### config.mk
export PLATFORM = sky130hd
export DESIGN_NAME = pgfetch_ctrl
export DESIGN_NICKNAME = d
export VERILOG_FILES = /design/src/rtl/pgfetch_ctrl.sv
export SDC_FILE = /design/constraint.sdc
export NUM_CORES = 1
export LEC_CHECK = 0
export BUFFER_PORTS_ARGS = -buffer_cell sky130_fd_sc_hd__clkbuf_2
export CORE_MARGIN = 3
export CORE_UTILIZATION = 44
export DETAILED_ROUTE_END_ITERATION = 10
export GPL_TIMING_DRIVEN = 0
export PLACE_DENSITY = 0.81
export SLEW_MARGIN = 15
export SYNTH_ARGS = -nofsm -noshare
export SYNTH_HDL_FRONTEND = slang
export SYNTH_SLANG_ARGS = --single-unit
### constraint.sdc
create_clock -name clk -period 1.5 [get_ports clk]
set_input_delay 0.15 -clock clk [delete_from_list [all_inputs] [get_ports clk]]
set_output_delay 0.15 -clock clk [all_outputs]
set_load 0.01 [all_outputs]
### src/rtl/pgfetch_ctrl.sv
module pgfetch_ctrl (
  input  logic        clk,
  input  logic        rst_n,
  input  logic        cfg_wr,
  input  logic [1:0]  cfg_size,
  input  logic        cfg_en,
  input  logic        int_exec,
  input  logic        req_valid,
  input  logic        req_stall,
  input  logic [15:0] req_addr,
  output logic        req_ready,
  output logic        done,
  output logic        done_nodata,
  output logic [7:0]  done_data,
  output logic [7:0]  bus_addr,
  input  logic [7:0]  bus_data_in,
  output logic        ale,
  output logic        psen
);
  localparam logic [1:0] SIZE_FOUR = 2'b10;

  logic [1:0] size_q;
  logic       en_q;
  logic [7:0] page_q;
  logic       page_vld;
  logic       busy;
  logic [2:0] cnt;
  logic       miss_q;
  logic       stall_q;
  logic [7:0] hi_q;
  logic [7:0] lo_q;

  logic last, accept, hit_now, cfg_off;

  assign last    = busy && (cnt == (miss_q ? 3'd7 : 3'd3));
  assign req_ready = !busy || last;
  assign accept  = req_valid && req_ready;
  assign hit_now = en_q && page_vld && (req_addr[15:8] == page_q);
  assign cfg_off = cfg_wr && (!cfg_en || cfg_size != SIZE_FOUR);

  always_ff @(posedge clk) begin
    if (!rst_n) begin
      size_q <= 2'b00;
      en_q   <= 1'b0;
    end else if (cfg_wr) begin
      size_q <= cfg_size;
      if (cfg_off)
        en_q <= 1'b0;
      else if (size_q == SIZE_FOUR && int_exec)
        en_q <= 1'b1;
    end
  end

  always_ff @(posedge clk) begin
    if (!rst_n) begin
      page_q   <= 8'h00;
      page_vld <= 1'b0;
    end else begin
      if (accept && en_q && !hit_now) begin
        page_q   <= req_addr[15:8];
        page_vld <= 1'b1;
      end
      if (cfg_off)
        page_vld <= 1'b0;
    end
  end

  always_ff @(posedge clk) begin
    if (!rst_n) begin
      busy    <= 1'b0;
      cnt     <= 3'd0;
      miss_q  <= 1'b0;
      stall_q <= 1'b0;
      hi_q    <= 8'h00;
      lo_q    <= 8'h00;
    end else if (accept) begin
      busy    <= 1'b1;
      cnt     <= 3'd0;
      miss_q  <= !hit_now;
      stall_q <= req_stall;
      hi_q    <= req_addr[15:8];
      lo_q    <= req_addr[7:0];
    end else if (last) begin
      busy <= 1'b0;
    end else if (busy) begin
      cnt <= cnt + 3'd1;
    end
  end

  logic in_latch;
  logic [2:0] fcnt;
  assign in_latch = miss_q && (cnt < 3'd4);
  assign fcnt     = miss_q ? cnt - 3'd4 : cnt;

  assign bus_addr    = !busy ? 8'h00 : (in_latch ? hi_q : lo_q);
  assign ale         = busy && in_latch && (cnt == 3'd1 || cnt == 3'd2);
  assign psen        = busy && !stall_q && !in_latch && (fcnt != 3'd0);
  assign done        = last;
  assign done_nodata = last && stall_q;
  assign done_data   = (last && !stall_q) ? bus_data_in : 8'h00;

  assert_ale_miss_only_R3: assert property (@(posedge clk) disable iff (!rst_n)
    ale |-> miss_q && busy);
  assert_ale_high_byte_R1: assert property (@(posedge clk) disable iff (!rst_n)
    ale |-> bus_addr == hi_q);
  assert_psen_excl_R4: assert property (@(posedge clk) disable iff (!rst_n)
    psen |-> !ale && !stall_q && bus_addr == lo_q);
  assert_armed_size_R6: assert property (@(posedge clk) disable iff (!rst_n)
    en_q |-> size_q == SIZE_FOUR);
  assert_stall_nodata_R8: assert property (@(posedge clk) disable iff (!rst_n)
    done_nodata |-> done && !psen);
  assert_accept_start_R12: assert property (@(posedge clk) disable iff (!rst_n)
    accept |=> busy && cnt == 3'd0);
  assert_open_page_R7: assert property (@(posedge clk) disable iff (!rst_n)
    (accept && en_q && !cfg_off) |=> page_vld && page_q == hi_q);
endmodule

Word level (Yosys, flattened, before mapping) --
Cells that the tools add are included.
Storage, ports and cells: logic and storage cells 61, bits in registers 34, memory bits (read-only) 0, memories kept 0, latch bits 0, input bits 33, bits in writable memories 0
Cells by class: bitwise operators 2, shift operators 0, multiply operators 0, div/mod/pow operators 0, mux-type cells 9, magnitude comparators 1, reductions and logical operators 31, equality and inequality tests 6, $add $sub $neg 2
Operators by type and width (count):
- 8-bit two-way mux | 3
- 1-bit logical AND | 16
- 8-bit equality test | 1
- 3-bit two-way mux | 2
- 1-bit zero test | 5
- 1-bit two-way mux | 4
- 2-bit AND reduction | 2
- 2-bit nonzero test | 2
- 2-bit OR reduction | 2
- 3-bit by 1-bit adder with 3-bit output (second input constant) | 1
- 3-bit by 1-bit equality test with 1-bit output (second input constant) | 1
- 3-bit by 2-bit equality test with 1-bit output (second input constant) | 1
- 3-bit equality test | 1
- 1-bit logical OR | 3
- 3-bit less-than comparator (second input constant) | 1
- 3-bit nonzero test | 1
- 3-bit subtractor (second input constant) | 1
- 2-bit equality test (second input constant) | 1
- 2-bit != test (second input constant) | 1
- 1-bit inverter | 2

Depth between registers and ports, before layout --
Gate-level depths: netlist of run 1.
depth in word-level cells 7, depth in mapped cells 8

Least setup slack after synthesis of run 1 --
Ideal clock, no wire load.
kind flip-flop to flip-flop, start point register cnt[2], end point register page_q[0], required time 1383 ps, slack -118 ps, clock period less this slack 1618 ps, stages on the path, launching flop included 8, arrival 1501 ps, setup time 117 ps, cell sequence dfxtp_1 -> inv_1 -> ha_1 -> a21boi_2 -> inv_2 -> a31oi_1 -> a41o_2 -> a22o_1
Between the ends: cells in the longest elaborated chain, start to end 6
Ends and longest elaborated chain:
- from (decl) | RTL line 27 | logic [2:0] cnt;
- from (signal assigned) | RTL line 86 | cnt <= cnt + 3'd1;
- 3-bit equality test | RTL line 35 | assign last = busy && (cnt == (miss_q ? 3'd7 : 3'd3));
- 1-bit logical AND | RTL line 35
- 1-bit logical OR | RTL line 36 | assign req_ready = !busy || last;
- via req_ready | RTL line 11 | output logic req_ready,
- 1-bit logical AND | RTL line 37 | assign accept = req_valid && req_ready;
- 1-bit logical AND (2 in series) | RTL line 59 | if (accept && en_q && !hit_now) begin
- to (signal assigned) | RTL line 60 | page_q <= req_addr[15:8];
- to (decl) | RTL line 24 | logic [7:0] page_q;
The timed path passes the listed nets, and every way through them passes these cells. A chain may end at the register's enable or synchronous reset.

Worst setup path in the final report of run 1 --
start point register cnt[2], end point output port done_data[0]
Between the ends: cells in the longest elaborated chain, start to end 4
Ends and longest elaborated chain:
- 3-bit equality test | RTL line 35
- 1-bit logical AND | RTL line 35
- 1-bit logical AND | RTL line 100 | assign done_data = (last && !stall_q) ? bus_data_in : 8'h00;
- 8-bit two-way mux | RTL line 100
- to (decl) | RTL line 14 | output logic [7:0] done_data,
Every way passes these cells.

==> results of run 1 <==
-- cells by family (layout without fill, tap and decap cells) --
logic type / Yosys count / count (layout) / share of synthesized area (%)
muxes: 10 / 10 / 6.265
xor gates and xnor gates: 8 / 8 / 4.385
AOI/OAI and AO/OA: 40 / 40 / 16.84
buffers and inverters: 14 / 85 / 3.680
DFF: 34 / 34 / 42.60
and+or+nand+nor: 76 / 76 / 22.32
adders and majority gates: 5 / 5 / 3.915
-- cells in the final DEF (no fill, tap or decap), types with 8 or more instances in the layout --
cell,instances
a21oi_1,12
a21oi_2,9
a22o_1,8
and2_1,9
buf_2,12
buf_6,9
clkbuf_2,41
dfxtp_1,30
mux2i_1,9
nand2_1,36
nor2_1,18
xor2_1,8
-- power groups by stage --
stage | clock, mW | combinational (mW) | sequential [mW]
after floorplan | 0 | 0.151 | 0.978
after global placement | 0 | 0.240 | 0.984
after detailed placement | 0 | 0.245 | 0.985
after CTS | 0.708 | 0.298 | 0.965
after global routing | 0.743 | 0.368 | 0.976
final | 0.696 | 0.341 | 0.971
-- area by class of cell --
cell class,count,area [um2],area share (%)
timing repair buffer,65,381.6,16.77
sequential,34,685.7,30.13
inverter,8,33.78,1.484
multi-input combinational,139,998.5,43.87
tap,46,57.56,2.529
clock inverter,1,30.03,1.319
clock buffer,6,51.30,2.254
buffer,5,37.54,1.649
-- worst max path at each step --
stage                   startpoint                endpoint  slack (ns)  cells after the start
2_1_floorplan  cnt[2]$_SDFFE_PP0P_  page_q[6]$_SDFFE_PN0P_      -0.003                      7
3_3_place_gp   cnt[2]$_SDFFE_PP0P_  page_q[4]$_SDFFE_PN0P_       -0.12                      7
3_5_place_dp   cnt[2]$_SDFFE_PP0P_  page_q[6]$_SDFFE_PN0P_       -0.14                      7
4_1_cts        cnt[2]$_SDFFE_PP0P_            done_data[0]       -0.29                      6
5_1_grt        cnt[2]$_SDFFE_PP0P_            done_data[0]       -0.37                      6
6_report       cnt[2]$_SDFFE_PP0P_            done_data[0]       -0.29                      6
-- state kept, by name, summed over array words and instances (netlist names) --
signal / flops
miss_q: 1
page_q: 8
hi_q: 8
busy: 1
en_q: 1
size_q: 2
stall_q: 1
cnt: 3
page_vld: 1
lo_q: 8
-- stage by stage --
stage          power [mW]  utilization, %
5_1_grt             2.087           66.63
6_report            2.007           66.63
4_1_cts             1.971           63.88
2_1_floorplan       1.130               -
3_5_place_dp        1.230           56.92
3_3_place_gp        1.224           56.92
-- worst max-delay path, cell delays in order (launching register included) --
cell and delay, ns:
dfxtp_2 0.35, inv_2 0.05, ha_4 0.27, and3_4 0.18
nor2b_4 0.18, and2_1 0.14, clkbuf_2 0.12
-- cells in the mapped netlist --
cell type   n
nand2_1    39
dfxtp_1    34
a21oi_1    21
nor2_1     19
mux2i_1    10
and2_1      9
a22o_1      8
xor2_1      8
inv_1       6
ha_1        5
clkbuf_1    3
buf_2       2
nand4_1     2
o211ai_1    2
o21ai_0     2
a2111oi_0   1
a21boi_2    1
a31oi_1     1
a31oi_2     1
a41o_2      1
a41oi_1     1
and3_1      1
buf_4       1
clkinv_1    1
inv_2       1
nand2_2     1
nand3_1     1
nor2b_1     1
nor3_4      1
nor4_4      1
o211a_1     1
or3b_2      1
-- per-layer routing --
| metal | track usage [%] | vias to the layer above |
|---|---|---|
| li1 | - | 776 |
| met1 | 20.21 | 691 |
| met2 | 30.24 | 62 |
| met3 | 5.272 | 7 |
| met4 | 7.614 | 0 |
| met5 | 0 | - |
-- timing repair --
action | in CTS | in global routing
resized for setup | 24 | 37
buffers inserted | 10 | 0
pin swaps | 12 | 6
endpoints found under the setup margin | 39 | 49
gates cloned | 1 | 1
==> implementation parameters, run 1 <==
Parameter                              Value

Route
  Total wire length    4307 um
  Iter 0 DRT Violations    132
  Vias per inst    5.053
  Detailed-route via count    1536
  DRC violations left    0
  Amount of wire on met3 after detailed routing    338 um
  Total routed wire length on the met1 layer    1755 um
  Met2 WL post-DR    2132 um
  Wire per inst    14.17 um
  TritonRoute pass-1 iters    4
  DRT antenna net count    0
  DR top layer    met4

Yosys
  Mean Syn Cell Area    8.544 um2
  Number of synthesized register bits    34
  Cells taking the most area after synthesis    dfxtp_1 (43%), nand2_1 (9.2%), a21oi_1 (6.6%)
  Count of warnings emitted by yosys    0
  Cell taking the most area after synthesis    dfxtp_1
  Synthesized netlist cell count    187
  Post-Synthesis Cell Area    1598 um2
  Area fraction of the dominant cell type after synthesis    42.60%
  Distinct cell type count after synthesis    32
  Post-synth net total    225
  Seq/Total Area, Yosys    42.60%

Run status
  Failing checks    setup timing
  Run status    finished, violations left

STA
  Final setup vio count    45
  Fin Setup TNS    -6.453 ns
  Worst slew margin relative to its limit    60.60%
  Worst Hold Slack    0.02862 ns
  Min Clock Period, post-route    1.787 ns
  Max Freq    559.6 MHz
  Transition time of the tightest slew-check pin    0.5910 ns
  Final count of hold timing violations    0
  Setup repair after global routing missed its margin    true
  Worst setup margin    -0.2871 ns
  Final max-slew violation count    0
  Worst clock skew on the final layout    0.009167 ns
  Ratio of final minimum period to clock period    119.1%

Clock network
  Deepest clock path buffer count    2
  Number of sinks handled by clock tree synthesis    34
  Hold buffers post-CTS    0
  CTS tree    yes
  Clock Root Buffer    clkbuf_4
  Number of levels in the clock H-tree    2
  TritonCTS Buffers    5
  Clock latency of the later-clocked register in the worst-skew pair    0.34 ns
  Clock slew seen by the registers of the worst setup and hold paths    0.10 ns

Critical path
  Worst flop-to-flop path endpoint    page_q[6]$_SDFFE_PN0P_
  Startpoint of the most critical register-to-register path    cnt[2]$_SDFFE_PP0P_
  Worst-path maximum fanout    8
  Setup crit start kind    register
  R2R Setup Slk    -0.24 ns
  Path type of the worst setup path    register to output port
  Arrival time at the worst endpoint    1.64 ns
  Req. time, crit path    1.35 ns
  Cells on worst reg2reg path    8
  Category of the worst setup path capture point    output port

Power
  Peak supply drop    0.4412 mV
  Switch Pwr    0.5193 mW
  Combinational fraction of design power    17.0%
  Sequential fraction of design power    48.4%
  Total power density per cell area    881.8 nW/um2
  Switching Share    25.87%
  Internal power consumption    1.488 mW
  Clock share of power    34.7%
  Leakage power summed over all cells    1.017 nW

Die
  Height of the die    66.26 um
  I/O pin cnt    54
  Area of the die    4390 um2
  Area of the core    3416 um2
  Initial core utilization    46.78%
  Number of standard-cell rows in the floorplan    21
  Die Span X    66.26 um

GRT
  Global Route Usage Sum    17.69%
  Initial antenna violation count    0
  Vias in the first global route    1311
  Pin count of the biggest net entering global routing    11
  Remaining global-route overflow    0
  Global-route wire length before repair    5823 um

Worst hold path
  Worst Hold Path Cells    3
  Hold Startpoint    req_addr[2]
  Hold Path Sink    lo_q[2]$_SDFFE_PN0P_
  Worst Hold Class    input pin to register

Final layout
  Antenna diode count    0
  Post-route standard cell area excluding fillers    2276 um2
  Post-layout instance count excluding filler cells    304
  Total of fill cells in the finished design    262
  Layout cell share with drive strength beyond 1    43.02%
  Signed area change from the synthesized netlist to the final layout    42.44%
  Final #Nets    296

Placed design
  Instance count after placement with tap cells included    286
  Count of buffers from port buffering    53
  Placement Cell Area    1944 um2
  Final RePlAce weighted congestion    0.7450
  Half-perimeter wire length of the detailed placement result    2606 um
  Pre-CTS WS    -0.1414 ns

Run
  Max-capacitance violation count    0
(Power assumes the default switching activity.)
==> inputs of run 2 (changes only) <==
SETUP_SLACK_MARGIN = 0.2   (was default)
==> run 2 against run 1 <==
Net effect: the run still ends with setup timing left; clock power shrank 1%; design area is 7.2% higher; register-to-register slack improved by 0.08 ns; critical endpoint is now done_data[5]; largest cell class unchanged; largest power group unchanged.
==> implementation parameters, run 2 (synthesized netlist as in run 1, its figures left out) <==
Parameter                              Value

Run status
  Run status    finished, violations left
  Failing checks    setup timing

Die
  I/O pin cnt    54 (unchanged)
  Number of standard-cell rows in the floorplan    21 (unchanged)
  Area of the die    4390 um2 (unchanged)
  Area of the core    3416 um2 (unchanged)
  Initial core utilization    46.78% (unchanged)
  Die Span X    66.26 um (unchanged)
  Height of the die    66.26 um (unchanged)

Route
  Wire per inst    14.74 um (+4.0%)
  Iter 0 DRT Violations    106 (-20%)
  Vias per inst    5.343 (+5.7%)
  Total wire length    4598 um (+6.8%)
  Detailed-route via count    1667 (+8.5%)
  DRT antenna net count    0 (unchanged)
  DRC violations left    0 (unchanged)
  TritonRoute pass-1 iters    4 (unchanged)

Placed design
  Count of buffers from port buffering    53 (unchanged)
  Placement Cell Area    1967 um2 (+1.2%)
  Final RePlAce weighted congestion    0.7137 (-4.2%)
  Instance count after placement with tap cells included    286 (unchanged)
  Half-perimeter wire length of the detailed placement result    2760 um (+5.9%)

Final layout
  Leading cell type in the layout, fill and taps excluded    clkbuf_2
  Final #Nets    303 (+2.4%)
  Layout cell share with drive strength beyond 1    46.99% (+4.0 points)
  Registers with the highest flip-flop counts    hi_q (8), lo_q (8), page_q (8)
  Post-route standard cell area excluding fillers    2440 um2 (+7.2%)
  Post-layout instance count excluding filler cells    312 (+2.6%)
  Sequential cell area in the final layout    685.7 um2 (unchanged)
  Signed area change from the synthesized netlist to the final layout    52.70%
  Antenna diode count    0 (unchanged)
  Area taken by multi-input logic gates    1020 um2 (+2.1%)
  Most frequent cells in the layout    clkbuf_2 (43), nand2_1 (32), dfxtp_1 (30)
  Total of fill cells in the finished design    244 (-6.9%)

GRT
  Vias in the first global route    1519 (+16%)
  Remaining global-route overflow    0 (unchanged)
  Pin count of the biggest net entering global routing    13 (+2)
  Global Route Usage Sum    19.20% (+1.5 points)
  Initial antenna violation count    0 (unchanged)
  Global-route wire length before repair    6520 um (+12%)

STA
  Ratio of final minimum period to clock period    119.2% (about the same)
  Final setup vio count    49 (+8.9%)
  Worst setup margin    -0.2882 ns (-0.001126 ns)
  Transition time of the tightest slew-check pin    0.6658 ns (+0.07476 ns)
  Final count of hold timing violations    0 (unchanged)
  Worst clock skew on the final layout    0.01451 ns (+0.005340 ns)
  Final max-slew violation count    0 (unchanged)
  Setup repair after global routing missed its margin    true
  Fin Setup TNS    -6.439 ns (+0.01420 ns)
  Worst slew margin relative to its limit    55.62% (-5.0 points)
  Min Clock Period, post-route    1.788 ns (+0.001126 ns)
  Max Freq    559.2 MHz (about the same)

Critical path
  Req. time, crit path    1.35 ns (about the same)
  Arrival time at the worst endpoint    1.64 ns (about the same)
  Category of the worst setup path capture point    output port
  Path type of the worst setup path    register to output port
  Worst-path maximum fanout    8 (unchanged)
  Setup crit start kind    register

Power
  Leakage power summed over all cells    1.074 nW (+5.6%)
  Total power density per cell area    843.6 nW/um2 (-4.3%)
  Peak supply drop    0.5829 mV (+32%)
  Power Total    2.058 mW (+2.6%)

Clock network
  Clock latency of the later-clocked register in the worst-skew pair    0.35 ns (about the same)
  Clock slew seen by the registers of the worst setup and hold paths    0.12 ns (+0.02 ns)
  CTS tree    yes
  Deepest clock path buffer count    2 (unchanged)
  Number of sinks handled by clock tree synthesis    34 (unchanged)
  Clock Root Buffer    clkbuf_4
  Number of levels in the clock H-tree    2 (unchanged)
  TritonCTS Buffers    5 (unchanged)

Worst hold path
  Worst Hold Class    input pin to register

Run
  Max-capacitance violation count    0 (unchanged)
[run 2: cell types whose count changed in the layout (fill, tap and decap cells not counted), moves of 3 or more]
cell     before  now
a21oi_1      12    8
nand2_2       3    7
nand2_1      36   32
buf_2        12    6
buf_12        0    3
a21oi_2       9   13
[run 2: path summary, 6_finish.rpt]
| kind | from | end | slack [ns] | cells after the start |
|---|---|---|---|---|
| worst max-delay path | cnt[2]$_SDFFE_PP0P_ | done_data[5] | -0.29 | 6 |
| worst min-delay path | req_addr[2] | lo_q[2]$_SDFFE_PN0P_ | 0.01 | 3 |
| worst max register to register | cnt[2]$_SDFFE_PP0P_ | page_q[5]$_SDFFE_PN0P_ | -0.16 | 8 |
| worst min register to register | lo_q[2]$_SDFFE_PN0P_ | lo_q[2]$_SDFFE_PN0P_ | 0.46 | 2 |
[run 2: layout make-up]
cell class	count	share of cell area, %
Timing Repair Buffer	71	20.36
Multi-Input combinational cell	139	41.79
Clock inverter	3	1.846
Buffer	6	2.615
Clock buffer	5	1.538
Sequential cell	34	28.10
Tap cell	46	2.359
Inverter	8	1.385
[run 2: power breakdown]
part / switching, mW / leakage, nW / internal (mW)
clock network: 0.338 / 0.0374 / 0.350
logic: 0.199 / 0.757 / 0.198
registers: 0.0319 / 0.279 / 0.941
total: 0.569 / 1.07 / 1.49
[run 2: worst max-delay path: stages, from the launching register on]
cell and delay [ns]:
dfxtp_2 0.35, inv_2 0.05, ha_4 0.26, and3_4 0.18
nor2b_4 0.19, and2_1 0.14, clkbuf_2 0.12
[run 2: layer usage]
layer | wire (um) | part of all wire (%) | global-route usage, % | vias up
li1 | - | - | - | 795
met1 | 1979 | 43 | 21.63 | 801
met2 | 2278 | 50 | 35.19 | 63
met3 | 265 | 5.8 | 3.231 | 8
met4 | 75 | 1.6 | 7.868 | 0
met5 | 0 | 0 | 0 | -
[run 2: timing repair]
| action | 4_1_cts | 5_1_grt |
|---|---|---|
| cloned | 4 | 0 |
| setup endpoints to repair | 49 | 52 |
| hold buffers | 2 | 0 |
| pin swaps | 10 | 21 |
| resized for setup | 30 | 36 |
| endpoints found under the hold margin | 2 | 0 |
| setup buffers | 8 | 4 |
[run 2: stage by stage]
| step | hold WS (ns) | util, % | setup slack [ns] |
|---|---|---|---|
| 2_1_floorplan | 0.2755 | - | 0.02105 |
| 3_3_place_gp | 0.3764 | 57.58 | -0.09166 |
| 3_5_place_dp | 0.3789 | 57.58 | -0.1049 |
| 4_1_cts | 0.001600 | 66.96 | -0.2983 |
| 5_1_grt | 0.01535 | 71.43 | -0.3709 |
| 6_report | 0.009966 | 71.43 | -0.2882 |
